**src/rtl/dpp_pkg.sv**
```systemverilog
package dpp_pkg;
  // Strobes sent from the control half to the counting half
  typedef struct packed {
    logic run;      // active enable
    logic restart;  // clear prescaler and position this cycle
  } dppStrobe_t;
endpackage

```
**src/rtl/dpp_ctrl.sv**
```systemverilog
module dpp_ctrl
  import dpp_pkg::*;
#(
  parameter int DIV_W = 8,
  parameter int CNT_W = 16
) (
  input  logic             clk,
  input  logic             rst_n,
  input  logic [DIV_W-1:0] cfgDivider,
  input  logic [CNT_W-1:0] cfgHighCount,
  input  logic [CNT_W-1:0] cfgLowCount,
  input  logic             cfgInvert,
  input  logic             cfgEnable,
  input  logic             cfgCommit,
  input  logic             periodEnd,
  output dppStrobe_t       strobe,
  output logic [DIV_W-1:0] actDivider,
  output logic [CNT_W-1:0] markLen,
  output logic [CNT_W-1:0] spaceLen,
  output logic             idleLevel,
  output logic             updatePending
);

  logic [DIV_W-1:0] shDiv;
  logic [CNT_W-1:0] shHigh, shLow;
  logic             shInv;

  logic [CNT_W-1:0] actHigh, actLow;
  logic             actInv, actEn;

  logic applyDirect, deferCommit, applyShadow;

  // Disables, commits while stopped and commits on the boundary apply at once
  assign applyDirect = cfgCommit && (!actEn || !cfgEnable || periodEnd);
  assign deferCommit = cfgCommit && !applyDirect;
  assign applyShadow = updatePending && periodEnd && !cfgCommit;

  always_ff @(posedge clk or negedge rst_n) begin
    if (!rst_n) begin
      actDivider    <= '0;
      actHigh       <= '0;
      actLow        <= '0;
      actInv        <= 1'b0;
      actEn         <= 1'b0;
      updatePending <= 1'b0;
    end else if (applyDirect) begin
      actDivider    <= cfgDivider;
      actHigh       <= cfgHighCount;
      actLow        <= cfgLowCount;
      actInv        <= cfgInvert;
      actEn         <= cfgEnable;
      updatePending <= 1'b0;
    end else if (applyShadow) begin
      actDivider    <= shDiv;
      actHigh       <= shHigh;
      actLow        <= shLow;
      actInv        <= shInv;
      updatePending <= 1'b0;
    end else if (deferCommit) begin
      updatePending <= 1'b1;
    end
  end

  always_ff @(posedge clk or negedge rst_n) begin
    if (!rst_n) begin
      shDiv  <= '0;
      shHigh <= '0;
      shLow  <= '0;
      shInv  <= 1'b0;
    end else if (deferCommit) begin
      shDiv  <= cfgDivider;
      shHigh <= cfgHighCount;
      shLow  <= cfgLowCount;
      shInv  <= cfgInvert;
    end
  end

  // Polarity only swaps which count feeds each phase, and the idle level
  always_comb begin
    markLen        = actInv ? actLow  : actHigh;
    spaceLen       = actInv ? actHigh : actLow;
    idleLevel      = actInv;
    strobe.run     = actEn;
    strobe.restart = applyDirect && !actEn;
  end


  pendHold_chk: assert property (@(posedge clk) disable iff (!rst_n)
    updatePending && !periodEnd && !cfgCommit |=> updatePending);

  pendClear_chk: assert property (@(posedge clk) disable iff (!rst_n)
    updatePending && periodEnd |=> !updatePending);

  pendRun_chk: assert property (@(posedge clk) disable iff (!rst_n)
    updatePending |-> actEn);

  disableIdle_chk: assert property (@(posedge clk) disable iff (!rst_n)
    cfgCommit && !cfgEnable |=> (!actEn && idleLevel == $past(cfgInvert)));

endmodule

```
**src/rtl/dpp_datapath.sv**
```systemverilog
module dpp_datapath
  import dpp_pkg::*;
#(
  parameter int DIV_W = 8,
  parameter int CNT_W = 16
) (
  input  logic             clk,
  input  logic             rst_n,
  input  dppStrobe_t       strobe,
  input  logic [DIV_W-1:0] divider,
  input  logic [CNT_W-1:0] markLen,
  input  logic [CNT_W-1:0] spaceLen,
  input  logic             idleLevel,
  output logic             pwmOut,
  output logic             periodEnd
);

  localparam int POS_W = CNT_W + 1;

  logic [DIV_W-1:0] presc;
  logic [POS_W-1:0] pos;
  logic [POS_W-1:0] total;
  logic             tick, lastTick, emptyPeriod;

  assign total       = POS_W'(markLen) + POS_W'(spaceLen);
  assign emptyPeriod = (total == '0);
  assign tick        = strobe.run && (presc == divider);
  assign lastTick    = emptyPeriod || (pos == total - 1'b1);
  assign periodEnd   = tick && lastTick;

  always_ff @(posedge clk or negedge rst_n) begin
    if (!rst_n) begin
      presc <= '0;
      pos   <= '0;
    end else if (!strobe.run || strobe.restart) begin
      presc <= '0;
      pos   <= '0;
    end else if (tick) begin
      presc <= '0;
      pos   <= lastTick ? '0 : pos + 1'b1;
    end else begin
      presc <= presc + 1'b1;
    end
  end

  always_comb begin
    if (!strobe.run || emptyPeriod) pwmOut = idleLevel;
    else                            pwmOut = (pos < POS_W'(markLen));
  end


  prescBound_chk: assert property (@(posedge clk) disable iff (!rst_n)
    strobe.run |-> presc <= divider);

  posBound_chk: assert property (@(posedge clk) disable iff (!rst_n)
    strobe.run && !emptyPeriod |-> pos < total);

  periodWrap_chk: assert property (@(posedge clk) disable iff (!rst_n)
    periodEnd |=> (pos == '0 && presc == '0));

  freshStart_chk: assert property (@(posedge clk) disable iff (!rst_n)
    $rose(strobe.run) |-> (pos == '0 && presc == '0));

  endRun_chk: assert property (@(posedge clk) disable iff (!rst_n)
    periodEnd |-> strobe.run);

endmodule

```
**src/rtl/dual_phase_pwm.sv**
```systemverilog
module dual_phase_pwm
  import dpp_pkg::*;
#(
  parameter int DIV_W = 8,
  parameter int CNT_W = 16
) (
  input  logic             clk,
  input  logic             rst_n,
  input  logic [DIV_W-1:0] cfgDivider,
  input  logic [CNT_W-1:0] cfgHighCount,
  input  logic [CNT_W-1:0] cfgLowCount,
  input  logic             cfgInvert,
  input  logic             cfgEnable,
  input  logic             cfgCommit,
  output logic             pwmOut,
  output logic             updatePending,
  output logic             periodEnd
);

  dppStrobe_t       strobe;
  logic [DIV_W-1:0] actDivider;
  logic [CNT_W-1:0] markLen, spaceLen;
  logic             idleLevel;

  dpp_ctrl #(.DIV_W(DIV_W), .CNT_W(CNT_W)) u_ctrl (
    .clk           (clk),
    .rst_n         (rst_n),
    .cfgDivider    (cfgDivider),
    .cfgHighCount  (cfgHighCount),
    .cfgLowCount   (cfgLowCount),
    .cfgInvert     (cfgInvert),
    .cfgEnable     (cfgEnable),
    .cfgCommit     (cfgCommit),
    .periodEnd     (periodEnd),
    .strobe        (strobe),
    .actDivider    (actDivider),
    .markLen       (markLen),
    .spaceLen      (spaceLen),
    .idleLevel     (idleLevel),
    .updatePending (updatePending)
  );

  dpp_datapath #(.DIV_W(DIV_W), .CNT_W(CNT_W)) u_data (
    .clk       (clk),
    .rst_n     (rst_n),
    .strobe    (strobe),
    .divider   (actDivider),
    .markLen   (markLen),
    .spaceLen  (spaceLen),
    .idleLevel (idleLevel),
    .pwmOut    (pwmOut),
    .periodEnd (periodEnd)
  );

endmodule

```
**config.mk**
```make
export PLATFORM = sky130hd
export DESIGN_NAME = dual_phase_pwm
export DESIGN_NICKNAME = d
export VERILOG_FILES = /design/src/rtl/dpp_pkg.sv /design/src/rtl/dpp_ctrl.sv /design/src/rtl/dpp_datapath.sv /design/src/rtl/dual_phase_pwm.sv
export SDC_FILE = /design/constraint.sdc
export NUM_CORES = 1
export LEC_CHECK = 0
export BUFFER_PORTS_ARGS = -buffer_cell sky130_fd_sc_hd__buf_4
export CAP_MARGIN = 15
export CORE_UTILIZATION = 49
export CTS_BUF_LIST = sky130_fd_sc_hd__clkbuf_4 sky130_fd_sc_hd__clkbuf_8
export DETAILED_ROUTE_END_ITERATION = 16
export GPL_TIMING_DRIVEN = 0
export PLACE_DENSITY = 0.69
export SYNTH_ARGS = -nofsm -noshare
export SYNTH_HDL_FRONTEND = slang
export SYNTH_SLANG_ARGS = --single-unit
```
**constraint.sdc**
```tcl
create_clock -name clk -period 5.21 [get_ports clk]
set_input_delay 0.2605 -clock clk [delete_from_list [all_inputs] [get_ports clk]]
set_output_delay 0.2605 -clock clk [all_outputs]
set_load 0.02 [all_outputs]
```
* Word-level counts from Yosys, hierarchy flattened
Cells that the tools add are included.
** Word-level totals
- Register bits :: 109
- Bits in latches :: 0
- Bits in writable memories :: 0
- Memory bits (read-only) :: 0
- Bits of input ports :: 45
- Output and inout bits :: 3
- Logic and storage cells :: 58
- Memories kept :: 0
** Operators by class
- Add/subtract/negate cells :: 4
- Multiply operators :: 0
- Divide/modulo/power cells :: 0
- Order comparisons :: 1
- Eq/ne operators :: 2
- Shift operators :: 0
- Mux-type cells :: 19
- Bitwise logic cells :: 0
- Reduce and logical (&&, ||, !) cells :: 20
** Operator list (number)
- 16-bit two-way mux :: 6
- 17-bit two-way mux :: 3
- 8-bit two-way mux :: 4
- 16-bit by 16-bit adder with 17-bit output :: 1
- 17-bit by 1-bit adder with 17-bit output (second input constant) :: 1
- 17-bit equality test :: 1
- 17-bit logical NOT :: 1
- 17-bit by 16-bit less-than comparator with 1-bit output :: 1
- 17-bit by 1-bit subtractor with 17-bit output (second input constant) :: 1
- 8-bit by 1-bit adder with 8-bit output (second input constant) :: 1
- 8-bit equality test :: 1
- 1-bit logical AND :: 7
- 1-bit two-way mux :: 6
- 1-bit logical OR :: 5
- 1-bit logical NOT :: 4
- 2-bit nonzero test :: 2
- 3-bit nonzero test :: 1

* Logic depth before layout (Yosys ltp)
Gate-level depths: netlist of the first run.
- Depth after elaboration :: 13
- Depth in mapped cells :: 21
- Depth with buffers taken out :: 16

* Cells and area by module
A second synthesis of the first run with hierarchy kept.
** Unflattened totals
- Cell total of the unflattened synthesis :: 707
- Area, all modules :: 7527.2 µm²
** Modules (own cells, without submodules)
- dpp_ctrl :: times used 1, cells an instance 265, area an instance 3983.8 µm², sequential area each 2102.0 µm²
- dpp_datapath :: times used 1, cells an instance 442, area an instance 3543.4 µm², sequential area each 625.6 µm²

* Worst setup path after synthesis of the first run
OpenSTA, ideal clock, no wires.
- Kind :: reg-to-reg
- From :: reg u_ctrl.actInv (netlist: u_ctrl.idleLevel)
- To :: reg u_ctrl.shDiv[1]
- Setup time :: 128 ps
- Arrival time :: 4918 ps
- Data required time :: 5082 ps
- Slack :: 164 ps
- Stages on the path, launching flop included :: 19
- Buffers on the path :: 3
- Period minus slack after synthesis :: 5046 ps
- Cells stage by stage :: dfrtp_1 clkbuf_1 buf_1 mux2_2 ha_1 inv_1 fa_1 nand2b_1 a21oi_1 nor4_1 nor4_4 nand4b_1 or4_1 or3_4 a2111oi_1 o21ai_1 nand4_1 buf_4 mux2_1
** Between the ends
- Longest elaborated chain between the ends :: 10
- Elaborated cells on any way between the ends :: 12
- Those cells by class :: add/sub: 2; eq/ne: 1; mux: 2; reduce/logical: 7
** RTL lines
- from (decl) :: RTL line dpp_ctrl.sv:29 : logic actInv, actEn;
- from (signal assigned) :: RTL line dpp_ctrl.sv:50 : actInv <= cfgInvert;
- from (signal assigned) :: RTL line dpp_ctrl.sv:57 : actInv <= shInv;
- 16-bit two-way mux (on tied branches) :: RTL line dpp_ctrl.sv:80, dpp_ctrl.sv:81
- 16-bit by 16-bit adder with 17-bit output (*) :: RTL line dpp_datapath.sv:25 : assign total = POS_W'(markLen) + POS_W'(spaceLen);
- 17-bit by 1-bit subtractor with 17-bit output :: RTL line dpp_datapath.sv:28 : assign lastTick = emptyPeriod || (pos == total - 1'b1);
- 17-bit equality test :: RTL line dpp_datapath.sv:28
- 1-bit logical OR (*) :: RTL line dpp_datapath.sv:28
- 1-bit logical AND (*) :: RTL line dpp_datapath.sv:29 : assign periodEnd = tick && lastTick;
- 1-bit logical OR (*) :: RTL line dpp_ctrl.sv:34 : assign applyDirect = cfgCommit && (!actEn || !cfgEnable || periodEnd);
- 1-bit logical AND (*) :: RTL line dpp_ctrl.sv:34
- 1-bit logical NOT (*) :: RTL line dpp_ctrl.sv:35 : assign deferCommit = cfgCommit && !applyDirect;
- 1-bit logical AND (*) :: RTL line dpp_ctrl.sv:35
- to (signal assigned) :: RTL line dpp_ctrl.sv:71 : shDiv <= cfgDivider;
- to (decl) :: RTL line dpp_ctrl.sv:24 : logic [DIV_W-1:0] shDiv;
Every way passes the cells marked *; elsewhere a longest branch is shown, timed or not.
A chain may end at the register's enable or synchronous reset.

* Final worst setup path of the first run
- From :: reg u_ctrl.actInv (netlist: u_ctrl.idleLevel)
- To :: out periodEnd
** Between the ends
- Longest elaborated chain between the ends :: 6
- Elaborated cells on any way between the ends :: 8
- Those cells by class :: add/sub: 2; eq/ne: 1; mux: 2; reduce/logical: 3
** RTL lines
- 16-bit two-way mux (on tied branches) :: RTL line dpp_ctrl.sv:80, dpp_ctrl.sv:81
- 16-bit by 16-bit adder with 17-bit output (*) :: RTL line dpp_datapath.sv:25
- 17-bit by 1-bit subtractor with 17-bit output :: RTL line dpp_datapath.sv:28
- 17-bit equality test :: RTL line dpp_datapath.sv:28
- 1-bit logical OR (*) :: RTL line dpp_datapath.sv:28
- 1-bit logical AND (*) :: RTL line dpp_datapath.sv:29
- to (decl) :: RTL line dual_phase_pwm.sv:17 : output logic periodEnd
Marks and branches as above.

==> results_dict.tcl, run 1 <==
set metrics [dict create \
    utilization_pct 59.9 \
    finalNetCount 938 \
    cts_buffer_depth 2 \
    core_area_sq_mm 0.0148 \
    grt_pass1_vias 5898 \
    synth_edf_count 0 \
    hold_path_depth 2 \
    ys_types 74 \
    avgViaCountPerCell 5.91 \
    synth_area_leaders "dfrtp_1 (36%), mux2_1 (6.0%), ha_1 (5.7%)" \
    grt_pass1_wl_um 30100 \
    dieArea_sq_mm 0.0158 \
    root_buffer "clkbuf_8" \
    syn_inst 779 \
    synth_ff_type "dfrtp_1" \
    cts_buffers 9 \
    p_per_area_mw_per_mm2 358 \
    num_vias 6191 \
    total_leakage_power_nw 3.99 \
    ir_worst_vdd_mv 0.247 \
    status "complete, no violations" \
    dr.pass1.iters 5 \
    io_pins 48 \
    first_iter_violations 406 \
    rows 44 \
    avgSynthCellArea_sq_um 9.64 \
    hold_class "in -> reg" \
    start_util_pct 50.9 \
    path_clk_slew_ns 0.12 \
    worst_slack_ns 0.214 \
    power_w 0.00316 \
    path_max_fanout 10 \
    yosysMostFrequentCell "dfrtp_1" \
    area_delta_synth_final_pct 17.7 \
    max_slew_margin_pct 48.7 \
    n_antenna_cell 0 \
    ff2ff_path_depth 19 \
    fill_cells 1279 \
    syn_area_sq_mm 0.00751 \
    ant_nets 0 \
    yosysTopAreaCell "dfrtp_1" \
    cts_tree "built" \
    synth.top_cell.area_share_pct 36.3 \
    yosys_warnings 0 \
    end_kind "output pin" \
    drive_above_1_share_pct 21.6 \
    path_class "reg -> out" \
    drt_wl_total_um 18800 \
    drc_errors 0 \
    groute.usage.overall_pct 24.2 \
    skew_ns 0.0159 \
    io_buffers 46 \
    ys_seq_area_share_pct 36.3 \
    cp.arrival_ns 4.74 \
    hold_viol 0 \
    syn_nets 859 \
    synth_common_cells "dfrtp_1 (109), inv_1 (67), nor2_1 (56)" \
    wl_per_cell_um 17.9 \
    dp_hpwl_um 14000 \
    place_ws_ns -1.05 \
    fmax_mhz 200 \
    setup_viol 0 \
    cts_max_level 3 \
    startpoint_type "flip-flop" \
    clock_latency_ns 0.40 \
    drv_cap 0 \
    cts_num_sinks 109 \
    die_width_um 126 \
    period_share_pct 95.9 \
    tightest_slew_ns 0.764 \
    slew_violations 0 \
    grt_max_degree 65 \
    synthArstFlopShare_pct 100 \
    antenna_found_initial 0 \
    layout_min_cycle_time_ns 5.00 \
    yosys_register_bits 109 \
    required_ns 4.95 \
    grt_overflow 0 \
    gp_congestion 0.892 \
    die_y_um 126 \
]
## layout make-up
cell class,count,area (sq um),area share (%)
timing repair buffer,69,541,6.11
multi-input combinational,564,4630,52.4
tap,184,230,2.60
clock inverter,6,65.1,0.736
sequential,109,2730,30.9
buffer,38,260,2.94
clock buffer,10,131,1.49
inverter,67,251,2.84
## per-stage QoR
stage	std cells	TNS, ns	cell area (sq um)	hold WS (ns)
floorplan	779	0	7510	-0.0351
global placement	1009	-84.16	8090	0.466
detailed placement	1010	-86.39	8120	0.316
CTS	1032	0	8450	0.0587
global route	1047	-0.0543	8840	0.0575
finish	1047	0	8840	0.0679
## what timing repair did
action | 4_1_cts | 5_1_grt
setup buffers | 6 | 15
hold buffers | 1 | 0
hold endpoints to repair | 45 | 0
endpoints found under the setup margin | 102 | 101
pin swaps | 6 | 13
resized for setup | 19 | 69
## where the power goes
group | internal, W | leakage, nW | switching (W) | total (W)
logic | 0.000733 | 2.53 | 0.000830 | 0.00156
registers | 0.000969 | 1.36 | 0.000104 | 0.00107
clock network | 0.000194 | 0.101 | 0.000333 | 0.000527
## placed cells by master (no fill, tap or decap), types with 5 or more instances in the layout
cell / n
buf_4: 72
nor3_1: 8
mux2i_2: 7
o211ai_1: 9
a21o_1: 7
xor2_2: 5
mux2i_1: 11
clkbuf_1: 13
dfrtp_1: 108
o21a_1: 8
nor4_1: 11
ha_1: 32
clkbuf_8: 9
inv_1: 67
nor2b_1: 36
o21ai_0: 42
nand3_1: 25
and3_1: 24
mux2_1: 40
a221o_1: 41
nor2_1: 56
xnor2_1: 25
mux2_2: 18
xor2_1: 12
nand2_1: 26
nand4_1: 6
nand3b_1: 6
o21ai_1: 6
clkbuf_2: 7
buf_6: 7
a21oi_1: 11
and2_1: 5
## critical path, cell delays in order (launching register included)
cell       delay [ns]
dfrtp_2          0.51
buf_12           0.20
mux2i_2          0.29
inv_1            0.08
ha_1             0.29
buf_6            0.15
a21oi_2          0.17
o211ai_1         0.19
buf_4            0.18
buf_4            0.13
or4_1            0.39
o211ai_1         0.18
buf_4            0.16
xor2_1           0.17
xnor2_1          0.10
or2_2            0.33
a2111oi_4        0.36
nor2_1           0.11
nor2_1           0.14
buf_4            0.16
## final timing paths
path / start / end / slack (ns)
worst max-delay path: u_ctrl.idleLevel / periodEnd / 0.21
worst min-delay path: cfgHighCount[1] / u_ctrl.shHigh[1] / 0.07
worst max register to register: u_ctrl.idleLevel / u_ctrl.actLow[9] / 0.22
worst min register to register: u_ctrl.shLow[13] / u_ctrl.shLow[13] / 0.50
max in group asynchronous: rst_n / u_ctrl.idleLevel / 4.06
min in group asynchronous: rst_n / u_data.pos[1] / 0.41
## cell families after synthesis
family / count (synthesis) / share of synthesized area (%)
and+or+nand+nor: 236 / 17.3
AOI/OAI and AO/OA: 167 / 16.8
DFF: 109 / 36.3
buffers and inverters: 106 / 6.18
muxes: 78 / 11.4
xor gates and xnor gates: 48 / 6.15
adders and majority gates: 35 / 5.93
## state kept, by name, indices dropped and copies added (netlist names), 8 cells and up
| signal | count |
|---|---|
| u_ctrl.actDivider | 8 |
| u_ctrl.actHigh | 16 |
| u_ctrl.actLow | 16 |
| u_ctrl.shDiv | 8 |
| u_ctrl.shHigh | 16 |
| u_ctrl.shLow | 16 |
| u_data.pos | 17 |
| u_data.presc | 8 |
## layer usage
layer	part of all wire (%)	track usage, %
met5	0	0
met4	0.98	5.17
met3	4.3	4.04
met2	48	40.8
met1	46	32.7
Power figures use the tool's default switching activity.
==> inputs of run 2 (changes only) <==
--- a/config.mk
+++ b/config.mk
@@ -12,6 +12,8 @@
 export DETAILED_ROUTE_END_ITERATION = 16
 export GPL_TIMING_DRIVEN = 0
 export PLACE_DENSITY = 0.69
+export RECOVER_POWER = 100
 export SYNTH_ARGS = -nofsm -noshare
 export SYNTH_HDL_FRONTEND = slang
 export SYNTH_SLANG_ARGS = --single-unit
+export TNS_END_PERCENT = 20
==> run 2 against run 1 <==
Net effect: the run now ends with max-capacitance violations, max-slew violations left; register-to-register slack about the same; clock power hardly changed; combinational power barely moved; maximum frequency hardly changed; cell count is the same; count of clock-buffer cells in the layout unchanged; clock skew fell by 0.00090 ns; first-iteration DRC count unchanged; design area is 0.34% lower; power down 0.15%; die area unchanged.
==> results_dict.tcl, run 2 (synthesis results as in run 1) <==
set metrics [dict create \
    status "finished, violations left" \
    violations "max-capacitance violations, max-slew violations" \
    layout_min_cycle_time_ns 5.00 \
    die_y_um 126 \
    power_frac_seq_pct 33.9 \
    fin_area_sq_mm 0.00881 \
    crit_chain "buf_12 -> mux2i_2 -> inv_1 -> ha_1 -> buf_6 -> a21oi_2 -> o211ai_1 -> buf_4 -> buf_4 -> or4_1 -> o211ai_1 -> buf_4 -> xor2_1 -> xnor2_1 -> or2_2 -> a2111oi_4 -> nor2_1 -> nor2_1 -> buf_4" \
    wl_per_cell_um 17.9 \
    setup_viol 0 \
    ant_nets 0 \
    final_cells 1047 \
    dr.pass1.iters 5 \
    start_util_pct 50.9 \
    switching_power_w 0.00127 \
    skew_ns 0.0150 \
    dp_hpwl_um 14000 \
    hold_class "in -> reg" \
    cpPeakStageDelay_ns 0.51 \
    crit_path_start "u_ctrl.idleLevel" \
    rows 44 \
    cp.arrival_ns 4.74 \
    groute.usage.overall_pct 24.2 \
    total_leakage_power_nw 3.98 \
    startpoint_type "flip-flop" \
    io_buffers 46 \
    antenna_found_initial 0 \
    tightest_slew_ns 2.55 \
    num_vias 6195 \
    grt_overflow 0 \
    io_pins 48 \
    largest_reg_flops 17 \
    hold_viol 0 \
    p_per_area_mw_per_mm2 358 \
    path_max_fanout 10 \
    drc_errors 0 \
    slew_violations 112 \
    required_ns 4.95 \
    period_share_pct 95.9 \
    area_delta_synth_final_pct 17.3 \
    core_area_sq_mm 0.0148 \
    avgViaCountPerCell 5.92 \
    clock_latency_ns 0.40 \
    dieArea_sq_mm 0.0158 \
    fmax_mhz 200 \
    grt_pass1_wl_um 30100 \
    die_width_um 126 \
    p_comb_share_pct 49.4 \
    path_common_cell "buf_4" \
    drive_above_1_share_pct 21.3 \
    r2r_start "u_ctrl.idleLevel" \
    cts_max_level 3 \
    timing.hold.ws_ns 0.0696 \
    first_iter_violations 406 \
    path_clk_slew_ns 0.12 \
    grt_max_degree 65 \
    max_slew_margin_pct -69.9 \
    mostFrequentLayoutCells "dfrtp_1 (108), buf_4 (70), inv_1 (67)" \
    crit_slowest_cell "dfrtp_2" \
    finalNetCount 938 \
    path_class "reg -> out" \
    drv_cap 2 \
    p_sw_share_pct 40.1 \
    regMostFlops "u_data.pos" \
    cts_buffer_depth 2 \
    dp_cells 1010 \
    p_int_w 0.00189 \
    finalSetupTns_ns 0 \
    clkPwrFrac_pct 16.7 \
    place_area_sq_mm 0.00812 \
    layout_commonest_cell "dfrtp_1" \
    n_antenna_cell 0 \
    gp_congestion 0.892 \
    drt_wl_total_um 18700 \
    ir_worst_vdd_mv 0.247 \
    power_w 0.00316 \
    cts_num_sinks 109 \
    end_kind "output pin" \
    root_buffer "clkbuf_8" \
    cts_buffers 9 \
    cts_tree "built" \
    grt_pass1_vias 5898 \
    worstHoldStart "cfgHighCount[1]" \
]
[run 2: cell count changes in the layout (fill, tap and decap cells not counted)]
cell | before | now
o21ai_0 | 42 | 43
clkbuf_1 | 13 | 15
clkbuf_2 | 7 | 8
o21ai_1 | 6 | 5
buf_16 | 1 | 0
buf_4 | 72 | 70
[run 2: cell type report]
class	count	area, sq um
Fill cell	1285	5940
Clock buffer	10	131
Inverter	67	251
Sequential cell	109	2730
Multi-Input combinational cell	564	4630
Clock inverter	6	65.1
Tap cell	184	230
Timing Repair Buffer	69	510
Buffer	38	260
[run 2: power groups by stage]
| stage | Sequential (W) | Combinational (W) | Clock, W |
|---|---|---|---|
| 2_1_floorplan | 0.00104 | 0.00100 | 0 |
| 3_3_place_gp | 0.00107 | 0.00122 | 0 |
| 3_5_place_dp | 0.00108 | 0.00126 | 0 |
| 4_1_cts | 0.00106 | 0.00132 | 0.000539 |
| 5_1_grt | 0.00109 | 0.00169 | 0.000569 |
| 6_report | 0.00107 | 0.00156 | 0.000526 |
[run 2: path summary, 6_finish.rpt]
kind | endpoint | slack, ns | depth (start not counted)
worst max-delay path | periodEnd | 0.21 | 19
worst min-delay path | u_ctrl.shHigh[1] | 0.07 | 2
worst max register to register | u_ctrl.actLow[9] | 0.22 | 19
worst min register to register | u_ctrl.shLow[13] | 0.50 | 1
max in group asynchronous | u_ctrl.idleLevel | 1.30 | 3
min in group asynchronous | u_data.pos[1] | 1.18 | 2
[run 2: repair_timing]
| item | 4_1_cts | 5_1_grt |
|---|---|---|
| resized for setup | 19 | 69 |
| hold buffers | 1 | 0 |
| hold endpoints to repair | 45 | 0 |
| setup endpoints to repair | 102 | 101 |
| buffers inserted | 6 | 15 |
| pin swaps | 6 | 13 |
[run 2: metrics by stage]
step	setup WS (ns)	util, %
final	0.214	59.7
after global routing	-0.0130	59.7
after CTS	0.0162	57.3
after detailed placement	-1.05	55.0
after global placement	-1.00	54.8
after floorplan	0.164	-
[run 2: metal layers]
layer	track usage (%)	share of wire [%]	vias to the layer above
met3	4.04	4.4	14
li1	-	-	2971
met5	0	0	-
met2	40.8	48	140
met4	5.17	0.98	0
met1	32.7	46	3070
[run 2: worst max-delay path: cells and delay by family (launching register included)]
family	cells	cell delay, ns
simple gates	4	0.97
buf+inv	7	1.06
fa+ha+maj	1	0.29
xor+xnor	2	0.27
flops	1	0.51
compound gates	4	0.90
mux	1	0.29
